[src/rtl/sram_ws_pkg.sv]
package sram_ws_pkg;

   typedef enum logic [1:0] {
      ST_IDLE  = 2'd0,
      ST_WAIT  = 2'd1,
      ST_TRAIL = 2'd2
   } ws_state_t;

   localparam logic [1:0] AREA_DEF_A = 2'd0;
   localparam logic [1:0] AREA_DEF_B = 2'd1;
   localparam logic [1:0] AREA_TWO   = 2'd2;
   localparam logic [1:0] AREA_THREE = 2'd3;

   localparam int TRAIL_W = 2;

endpackage

[src/rtl/sram_ws_cfg.sv]
module sram_ws_cfg #(
   parameter int REG_W   = 24,
   parameter int AREA_W  = 3,
   parameter int DEF_W   = 5,
   parameter int A2_LSB  = 10
) (
   input  logic              clk,
   input  logic              rst_n,
   input  logic              we,
   input  logic [REG_W-1:0]  wdata,
   input  logic              own,
   output logic [REG_W-1:0]  rdata,
   output logic              force_req,
   output logic              force_lock,
   output logic [DEF_W-1:0]  def_cnt,
   output logic [AREA_W-1:0] a2_cnt,
   output logic [AREA_W-1:0] a3_cnt
);
   localparam int A3_LSB   = A2_LSB + AREA_W;
   localparam int DEF_LSB  = A3_LSB + AREA_W;
   localparam int OWN_BIT  = DEF_LSB + DEF_W;
   localparam int LOCK_BIT = OWN_BIT + 1;
   localparam int REQ_BIT  = OWN_BIT + 2;

   generate
      if (REQ_BIT != REG_W - 1) begin : g_bad_layout
         $error("sram_ws_cfg: field layout does not fill the word");
      end
      if (A2_LSB < 1) begin : g_bad_lsb
         $error("sram_ws_cfg: reserved low bits required");
      end
   endgenerate

   always_ff @(posedge clk) begin
      if (!rst_n) begin
         force_req  <= 1'b0;
         force_lock <= 1'b0;
         def_cnt    <= '1;
         a2_cnt     <= '1;
         a3_cnt     <= '1;
      end else if (we) begin
         force_req  <= wdata[REQ_BIT];
         force_lock <= wdata[LOCK_BIT];
         def_cnt    <= wdata[DEF_LSB +: DEF_W];
         a3_cnt     <= wdata[A3_LSB +: AREA_W];
         a2_cnt     <= wdata[A2_LSB +: AREA_W];
      end
   end

   logic unused_wbits;
   assign unused_wbits = ^{wdata[OWN_BIT], wdata[A2_LSB-1:0]};

   always_comb begin
      rdata                       = '0;
      rdata[REQ_BIT]              = force_req;
      rdata[LOCK_BIT]             = force_lock;
      rdata[OWN_BIT]              = own;
      rdata[DEF_LSB +: DEF_W]     = def_cnt;
      rdata[A3_LSB +: AREA_W]     = a3_cnt;
      rdata[A2_LSB +: AREA_W]     = a2_cnt;
   end
endmodule

[src/rtl/sram_ws_select.sv]
module sram_ws_select
   import sram_ws_pkg::*;
#(
   parameter int AREA_W   = 3,
   parameter int DEF_W    = 5,
   parameter bit TRAIL_EN = 1'b1
) (
   input  logic [1:0]         area,
   input  logic [DEF_W-1:0]   def_cnt,
   input  logic [AREA_W-1:0]  a2_cnt,
   input  logic [AREA_W-1:0]  a3_cnt,
   output logic [DEF_W-1:0]   eff_cnt,
   output logic [TRAIL_W-1:0] trail_cnt
);
   generate
      if (AREA_W > DEF_W) begin : g_bad_width
         $error("sram_ws_select: area field wider than default field");
      end
   endgenerate

   logic [DEF_W-1:0] raw_cnt;

   always_comb begin
      unique case (area)
         AREA_TWO:   raw_cnt = DEF_W'(a2_cnt);
         AREA_THREE: raw_cnt = DEF_W'(a3_cnt);
         default:    raw_cnt = def_cnt;
      endcase
      eff_cnt = (raw_cnt == '0) ? DEF_W'(1) : raw_cnt;
   end

   generate
      if (TRAIL_EN) begin : g_trail
         always_comb begin
            if (int'(eff_cnt) >= 8)      trail_cnt = TRAIL_W'(2);
            else if (int'(eff_cnt) >= 4) trail_cnt = TRAIL_W'(1);
            else                         trail_cnt = '0;
         end
      end else begin : g_no_trail
         assign trail_cnt = '0;
      end
   endgenerate
endmodule

[src/rtl/sram_ws_timer.sv]
module sram_ws_timer
   import sram_ws_pkg::*;
#(
   parameter int DEF_W = 5
) (
   input  logic               clk,
   input  logic               rst_n,
   input  logic               req,
   input  logic               own,
   input  logic [DEF_W-1:0]   eff_cnt,
   input  logic [TRAIL_W-1:0] trail_cnt,
   output logic               accept,
   output logic               busy,
   output logic               stb,
   output logic               hold,
   output logic               rdy
);
   ws_state_t          state;
   logic [DEF_W-1:0]   wait_left;
   logic [TRAIL_W-1:0] trail_left;
   logic [TRAIL_W-1:0] trail_plan;

   assign accept = (state == ST_IDLE) && req && own;

   always_ff @(posedge clk) begin
      if (!rst_n) begin
         state      <= ST_IDLE;
         wait_left  <= '0;
         trail_left <= '0;
         trail_plan <= '0;
      end else begin
         unique case (state)
            ST_IDLE: begin
               if (accept) begin
                  state      <= ST_WAIT;
                  wait_left  <= eff_cnt;
                  trail_plan <= trail_cnt;
               end
            end
            ST_WAIT: begin
               if (wait_left == DEF_W'(1)) begin
                  if (trail_plan != '0) begin
                     state      <= ST_TRAIL;
                     trail_left <= trail_plan;
                  end else begin
                     state <= ST_IDLE;
                  end
               end else begin
                  wait_left <= wait_left - DEF_W'(1);
               end
            end
            ST_TRAIL: begin
               if (trail_left == TRAIL_W'(1)) state <= ST_IDLE;
               else trail_left <= trail_left - TRAIL_W'(1);
            end
            default: state <= ST_IDLE;
         endcase
      end
   end

   assign busy = (state != ST_IDLE);
   assign stb  = (state == ST_WAIT);
   assign hold = (state == ST_TRAIL);
   assign rdy  = (state == ST_WAIT) && (wait_left == DEF_W'(1));
endmodule

[src/rtl/sram_ws_busctl.sv]
module sram_ws_busctl (
   input  logic clk,
   input  logic rst_n,
   input  logic grant,
   input  logic accept,
   input  logic rmw,
   input  logic req,
   input  logic busy,
   input  logic force_req,
   input  logic force_lock,
   output logic own,
   output logic bus_req,
   output logic bus_lock
);
   logic rmw_q;

   always_ff @(posedge clk) begin
      if (!rst_n) begin
         own   <= 1'b0;
         rmw_q <= 1'b0;
      end else begin
         own <= grant;
         if (accept) rmw_q <= rmw;
      end
   end

   assign bus_req  = force_req  | req | busy;
   assign bus_lock = force_lock | (busy & rmw_q);
endmodule

[src/rtl/sram_wait_seq.sv]
module sram_wait_seq
   import sram_ws_pkg::*;
#(
   parameter int REG_W    = 24,
   parameter int AREA_W   = 3,
   parameter int DEF_W    = 5,
   parameter int A2_LSB   = 10,
   parameter bit TRAIL_EN = 1'b1
) (
   input  logic             clk,
   input  logic             rst_n,
   input  logic             cfg_we,
   input  logic [REG_W-1:0] cfg_wdata,
   output logic [REG_W-1:0] cfg_rdata,
   input  logic             bus_grant,
   input  logic             acc_req,
   input  logic [1:0]       acc_area,
   input  logic             acc_rmw,
   output logic             acc_busy,
   output logic             acc_rdy,
   output logic             mem_stb,
   output logic             mem_hold,
   output logic             bus_req,
   output logic             bus_lock
);
   localparam int OWN_BIT  = A2_LSB + 2*AREA_W + DEF_W;
   localparam int LOCK_BIT = OWN_BIT + 1;
   localparam int REQ_BIT  = OWN_BIT + 2;

   logic               own;
   logic               force_req;
   logic               force_lock;
   logic [DEF_W-1:0]   def_cnt;
   logic [AREA_W-1:0]  a2_cnt;
   logic [AREA_W-1:0]  a3_cnt;
   logic [DEF_W-1:0]   eff_cnt;
   logic [TRAIL_W-1:0] trail_cnt;
   logic               accept;

   sram_ws_cfg #(.REG_W(REG_W), .AREA_W(AREA_W), .DEF_W(DEF_W), .A2_LSB(A2_LSB)) u_cfg (
      .clk(clk), .rst_n(rst_n), .we(cfg_we), .wdata(cfg_wdata), .own(own),
      .rdata(cfg_rdata), .force_req(force_req), .force_lock(force_lock),
      .def_cnt(def_cnt), .a2_cnt(a2_cnt), .a3_cnt(a3_cnt)
   );

   sram_ws_select #(.AREA_W(AREA_W), .DEF_W(DEF_W), .TRAIL_EN(TRAIL_EN)) u_sel (
      .area(acc_area), .def_cnt(def_cnt), .a2_cnt(a2_cnt), .a3_cnt(a3_cnt),
      .eff_cnt(eff_cnt), .trail_cnt(trail_cnt)
   );

   sram_ws_timer #(.DEF_W(DEF_W)) u_tmr (
      .clk(clk), .rst_n(rst_n), .req(acc_req), .own(own),
      .eff_cnt(eff_cnt), .trail_cnt(trail_cnt), .accept(accept),
      .busy(acc_busy), .stb(mem_stb), .hold(mem_hold), .rdy(acc_rdy)
   );

   sram_ws_busctl u_bus (
      .clk(clk), .rst_n(rst_n), .grant(bus_grant), .accept(accept),
      .rmw(acc_rmw), .req(acc_req), .busy(acc_busy),
      .force_req(force_req), .force_lock(force_lock),
      .own(own), .bus_req(bus_req), .bus_lock(bus_lock)
   );
endmodule

[config.mk]
export PLATFORM = sky130hd
export DESIGN_NAME = sram_wait_seq
export DESIGN_NICKNAME = d
export VERILOG_FILES = /design/src/rtl/sram_ws_pkg.sv /design/src/rtl/sram_ws_cfg.sv /design/src/rtl/sram_ws_select.sv /design/src/rtl/sram_ws_timer.sv /design/src/rtl/sram_ws_busctl.sv /design/src/rtl/sram_wait_seq.sv
export SDC_FILE = /design/constraint.sdc
export NUM_CORES = 1
export LEC_CHECK = 0
export BUFFER_PORTS_ARGS = -buffer_cell sky130_fd_sc_hd__buf_2
export CAP_MARGIN = 20
export CORE_AREA = 3 3 48 82
export DETAILED_ROUTE_END_ITERATION = 6
export DIE_AREA = 0 0 51 85
export GPL_TIMING_DRIVEN = 0
export HOLD_SLACK_MARGIN = 0.02
export PLACE_DENSITY_LB_ADDON = 0.2
export SLEW_MARGIN = 20
export SYNTH_ARGS = -nofsm -noshare
export SYNTH_HDL_FRONTEND = slang
export SYNTH_SLANG_ARGS = --single-unit
[constraint.sdc]
create_clock -name clk -period 1.6 [get_ports clk]
set_clock_uncertainty 0.05 [all_clocks]
set_input_delay 0.08 -clock clk [delete_from_list [all_inputs] [get_ports clk]]
set_output_delay 0.08 -clock clk [all_outputs]
set_load 0.01 [all_outputs]
Yosys cells after proc, flatten, opt, wreduce, memory -nomap -nowiden
Index checks and enable logic that the tools add are counted.
{"block": "word_totals", "ff_bits": 26, "inputBits": 32}
{"block": "op_classes", "n_addsub": 2, "n_lt_le_gt_ge": 2, "n_eq_ne": 12, "n_mux": 16, "n_bitwise": 4, "reduce_logical": 13}
{"op": "$pmux W5 S2", "n": 2}
{"op": "$mux W2", "n": 8}
{"op": "$mux W5", "n": 3}
{"op": "$reduce_bool A2 Y1", "n": 4}
{"op": "$eq A2 B2 Y1 const B", "n": 3}
{"op": "$ne A2 B1 Y1 const B", "n": 3}
{"op": "$ne A2 B2 Y1 const B", "n": 3}
{"op": "$pmux W2 S3", "n": 1}
{"op": "$reduce_and A3 Y1", "n": 2}
{"op": "$eq A5 B1 Y1 const B", "n": 1}
{"op": "$ge A5 B3 Y1 const B", "n": 1}
{"op": "$ge A5 B4 Y1 const B", "n": 1}
{"op": "$logic_not A5 Y1", "n": 1}
{"op": "$sub A5 B1 Y5 const B", "n": 1}
{"op": "$eq A2 B1 Y1 const B", "n": 2}
{"op": "$pmux W2 S2", "n": 1}
{"op": "$reduce_and A4 Y1", "n": 1}
{"op": "$logic_and A1 B1 Y1", "n": 3}
{"op": "$or A1 B1 Y1", "n": 3}
{"op": "$logic_not A2 Y1", "n": 1}
{"op": "$reduce_and A2 Y1", "n": 1}
{"op": "$sub A2 B1 Y2 const B", "n": 1}
{"op": "$and A1 B1 Y1", "n": 1}
{"op": "$mux W1", "n": 1}

Longest topological paths before layout
{"block": "depth", "depth_word": 7, "mapped_depth": 6, "depth_no_buf": 6}

Modules after synthesis
Synthesis repeated with hierarchy kept, for this count alone.
{"block": "unflattened", "hier_cells": 164, "area_unflattened_um2": 1507.7}
{"module": "sram_ws_cfg", "instances": 1, "cells_each": 67, "area_each_um2": 663.1, "seq_area_each_um2": 260.2}
{"module": "sram_ws_timer", "instances": 1, "cells_each": 74, "area_each_um2": 658.1, "seq_area_each_um2": 220.2}
{"module": "sram_ws_select", "instances": 1, "cells_each": 16, "area_each_um2": 110.1, "seq_area_each_um2": 0.0}
{"module": "sram_ws_busctl", "instances": 1, "cells_each": 7, "area_each_um2": 76.3, "seq_area_each_um2": 40.0}

Worst setup path before layout
OpenSTA, ideal clock, no wires.
{"block": "synth_timing", "path_type": "register -> register", "startpoint": "register u_tmr.wait_left[1]", "endpoint": "register u_tmr.wait_left[1]", "setup_time_ns": 0.079, "t_arrival_ns": 1.490, "t_required_ns": 1.471, "slack_ns": -0.019, "stages_incl_launch_ff": 7, "cell_sequence": "dfxtp_1 -> inv_1 -> ha_1 -> or4b_4 -> a21oi_4 -> nor3_1 -> a211oi_2"}
{"block": "synth_via", "elab_chain_cells": 3}
{"item": "from (decl)", "line": "sram_ws_timer.sv:19", "rtl": "logic [DEF_W-1:0] wait_left;"}
{"item": "from (signal assigned)", "line": "sram_ws_timer.sv:36", "rtl": "wait_left <= eff_cnt;"}
{"item": "from (signal assigned)", "line": "sram_ws_timer.sv:49", "rtl": "wait_left <= wait_left - DEF_W'(1);"}
{"item": "$sub A5 B1 Y5 / $eq A5 B1 Y1 (equally long branches)", "line": "sram_ws_timer.sv:49, sram_ws_timer.sv:41"}
{"item": "$mux W5 / $ne A2 B2 Y1 (equally long branches)"}
{"item": "$pmux W5 S2 / $reduce_and A3 Y1 (equally long branches)"}
Parallel ways exist; a longest one is shown, timed or not. The select of a mux whose other input is x is not followed.
A chain may end at the register's enable or synchronous reset.

Worst setup path in the final report
{"block": "layout_timing", "startpoint": "register u_tmr.wait_left[0]", "endpoint": "register u_tmr.wait_left[1]"}
Same word-level chain as after synthesis.

==> impl_metrics.ini <==
[timing]
timing.final.crit_period_ns = 1.671
holdWs_ns = 0.05322
timing.final.ws_setup_ns = -0.07118
finalMaxSlewViolations = 0
setup_viol = 5
fin_crit_sh = 1.044
rsz0062_at_grt = yes
hold_violations = 0
fmax_mhz = 598.4

[drt]
via_per_inst = 4.865
wl_per_cell_microns = 13.33
drc = 0
vias = 1294
routed_wl_microns = 3545
ant_nets = 0
drt_iter0_drc = 34
drtPass1Iterations = 4

[global_routing]
first_global_vias = 1356
grt_usage = 0.1800
grt_antenna_before_repair = 0
grt_first_pass_wirelength_microns = 6044
overflow = 0
grt_max_degree = 16

[critical_path]
cp.required_ns = 1.74
path_depth = 5
slowest_delay_ns = 0.50
r2r_cells = 5
endpoint = u_tmr.wait_left[1]$_SDFFE_PN0P_
timing.rr.end = u_tmr.wait_left[1]$_SDFFE_PN0P_
worst-r2r-setup-slack_ns = -0.07
worstPathArrival_ns = 1.81
worst-path-max-fanout = 8
startpoint_type = register
crit_type = reg2reg
crit_chain = ha_4 -> or4b_4 -> a21oi_4 -> nor3_2 -> a211oi_2
cp-startpoint = u_tmr.wait_left[0]$_SDFFE_PN0P_
crit_family = simple AND/OR/NAND/NOR gates
end_kind = register
slowest_stage = or4b_4
r2r-start = u_tmr.wait_left[0]$_SDFFE_PN0P_
crit_buf_inv = 0

[synth]
synth_area_sq_um = 1343
ys_seq_area_frac = 0.3877
synth_edf_count = 0
synth_cell_type_count = 41
yosys.area.top_type = dfxtp_1
ys_warn_count = 0
async_flop_share = 0
synth_ff_type = dfxtp_1
synth_top_area_frac = 0.3877
synth-seq-cells = 26
synth_cells = 150
synth_area_per_cell_sq_um = 8.950
synthTopCellsByArea = dfxtp_1, mux2i_1, buf_4

[die]
rows = 28
core_sq_um = 3398
die_area_sq_um = 4335
io_pins = 62
die_w_microns = 51
die_h_microns = 85
start_util = 0.3951

[final_layout]
nFillCells = 350
layout_commonest_cell = buf_2
drive_above_1_share = 0.3756
syn2layout_area_growth_pct = 46.41
multiInputGateArea_sq_um = 777.0
regArea_sq_um = 528.0
antenna_cells = 0
layout_common_cells = buf_2, dfxtp_1, mux2i_1, dlygate4sd3_1
nets = 257

[clock_tree]
cts.sink_count = 26
cts_buffer_depth = 2
path_clk_slew_ns = 0.09
cts_tree = built
cts_root_buffer = clkbuf_8
cts_buffers = 3
htreeDepth = 1
clk_latency_ns = 0.28

[place]
place.gp.congestion = 0.7396
pre_cts_ws_ns = -0.1881
dp_hpwl_microns = 2564
port_buffers = 39

[hold_path]
whs_path_depth = 2
hp-class = in2reg

[status]
status = finished with violations
violations = setup timing

[power]
power_density_nw_per_um2 = 813.9
leakage_nw = 0.8818
peakVddDrop_v = 0.0005327

[run]
maxCapViolCount = 0
[sequential cells by signal, summed over array words and instances (netlist names)]
register          count
u_cfg.a2_cnt          3
u_cfg.def_cnt         5
u_tmr.wait_left       5
u_cfg.force_req       1
u_tmr.trail_left      2
u_bus.rmw_q           1
u_cfg.a3_cnt          3
u_cfg.force_lock      1
u_tmr.trail_plan      2
u_bus.own             1
u_tmr.state           2
[final cells by class]
type	count	share of cell area
Tap cell	45	0.02864
Multi-Input combinational cell	108	0.3953
Inverter	6	0.01146
Buffer	19	0.06238
Clock buffer	3	0.02101
Timing Repair Buffer	58	0.1973
Sequential cell	26	0.2686
Clock inverter	1	0.01528
[kinds of logic after synthesis]
family / Yosys count / synth area share
flip-flops: 26 / 0.3877
adder cells (fa/ha/maj): 3 / 0.02796
buffers and inverters: 25 / 0.1072
other: 1 / 0.002793
AND/OR/NAND/NOR: 49 / 0.2013
multiplexers: 16 / 0.1193
AO/OA/AOI/OAI: 30 / 0.1538
[report_power, final]
part	internal [mW]	switching (mW)	leakage (nW)
clock network	0.335	0.208	0.0357
registers	0.684	0.0389	0.216
logic	0.173	0.161	0.630
[synth_stat cells, drive strengths merged (2+ instances only)]
| master | number |
|---|---|
| a211oi | 2 |
| a21o | 2 |
| a21oi | 14 |
| a221oi | 2 |
| buf | 14 |
| clkbuf | 5 |
| dfxtp | 26 |
| ha | 3 |
| inv | 6 |
| mux2i | 16 |
| nand2 | 15 |
| nor2 | 12 |
| nor2b | 2 |
| nor3 | 4 |
| o211ai | 4 |
| or3 | 3 |
[worst min-delay path by stage]
stage                        from                            end  slack [ns]
floorplan                   rst_n  u_cfg.def_cnt[0]$_SDFFE_PN1P_        0.09
global placement        bus_grant           u_bus.own$_SDFF_PN0_        0.24
detailed placement  cfg_wdata[12]   u_cfg.a2_cnt[2]$_SDFFE_PN1P_        0.25
CTS                         rst_n           u_bus.own$_SDFF_PN0_        0.05
global route                rst_n           u_bus.own$_SDFF_PN0_        0.04
finish                      rst_n           u_bus.own$_SDFF_PN0_        0.05
[metrics by stage]
step / std cells / util / setup TNS [ns] / instance area (sq um) / power [mW]
2_1_floorplan: 159 / - / 0 / 1383 / 0.9102
3_3_place_gp: 243 / 0.4809 / -0.4766 / 1634 / 0.9916
3_5_place_dp: 243 / 0.4809 / -0.7460 / 1634 / 1.001
4_1_cts: 266 / 0.5703 / -0.3983 / 1938 / 1.597
5_1_grt: 266 / 0.5784 / -0.7575 / 1966 / 1.689
6_report: 266 / 0.5784 / -0.3071 / 1966 / 1.600
[timing repair]
action | 4_1_cts | 5_1_grt
endpoints found under the hold margin | 15 | 0
pin swaps | 7 | 3
hold buffers | 16 | 0
buffers inserted | 3 | 0
endpoints found under the setup margin | 8 | 10
resized for setup | 14 | 8
[metal layers]
layer | routed length (microns) | GRT usage | up-vias
met5 | 0 | 0 | -
met4 | 122 | 0.09559 | 0
met3 | 167 | 0.02988 | 13
met2 | 1996 | 0.3373 | 52
met1 | 1258 | 0.1802 | 581
li1 | - | - | 648
No activity file was read; power rests on OpenSTA's default activity.
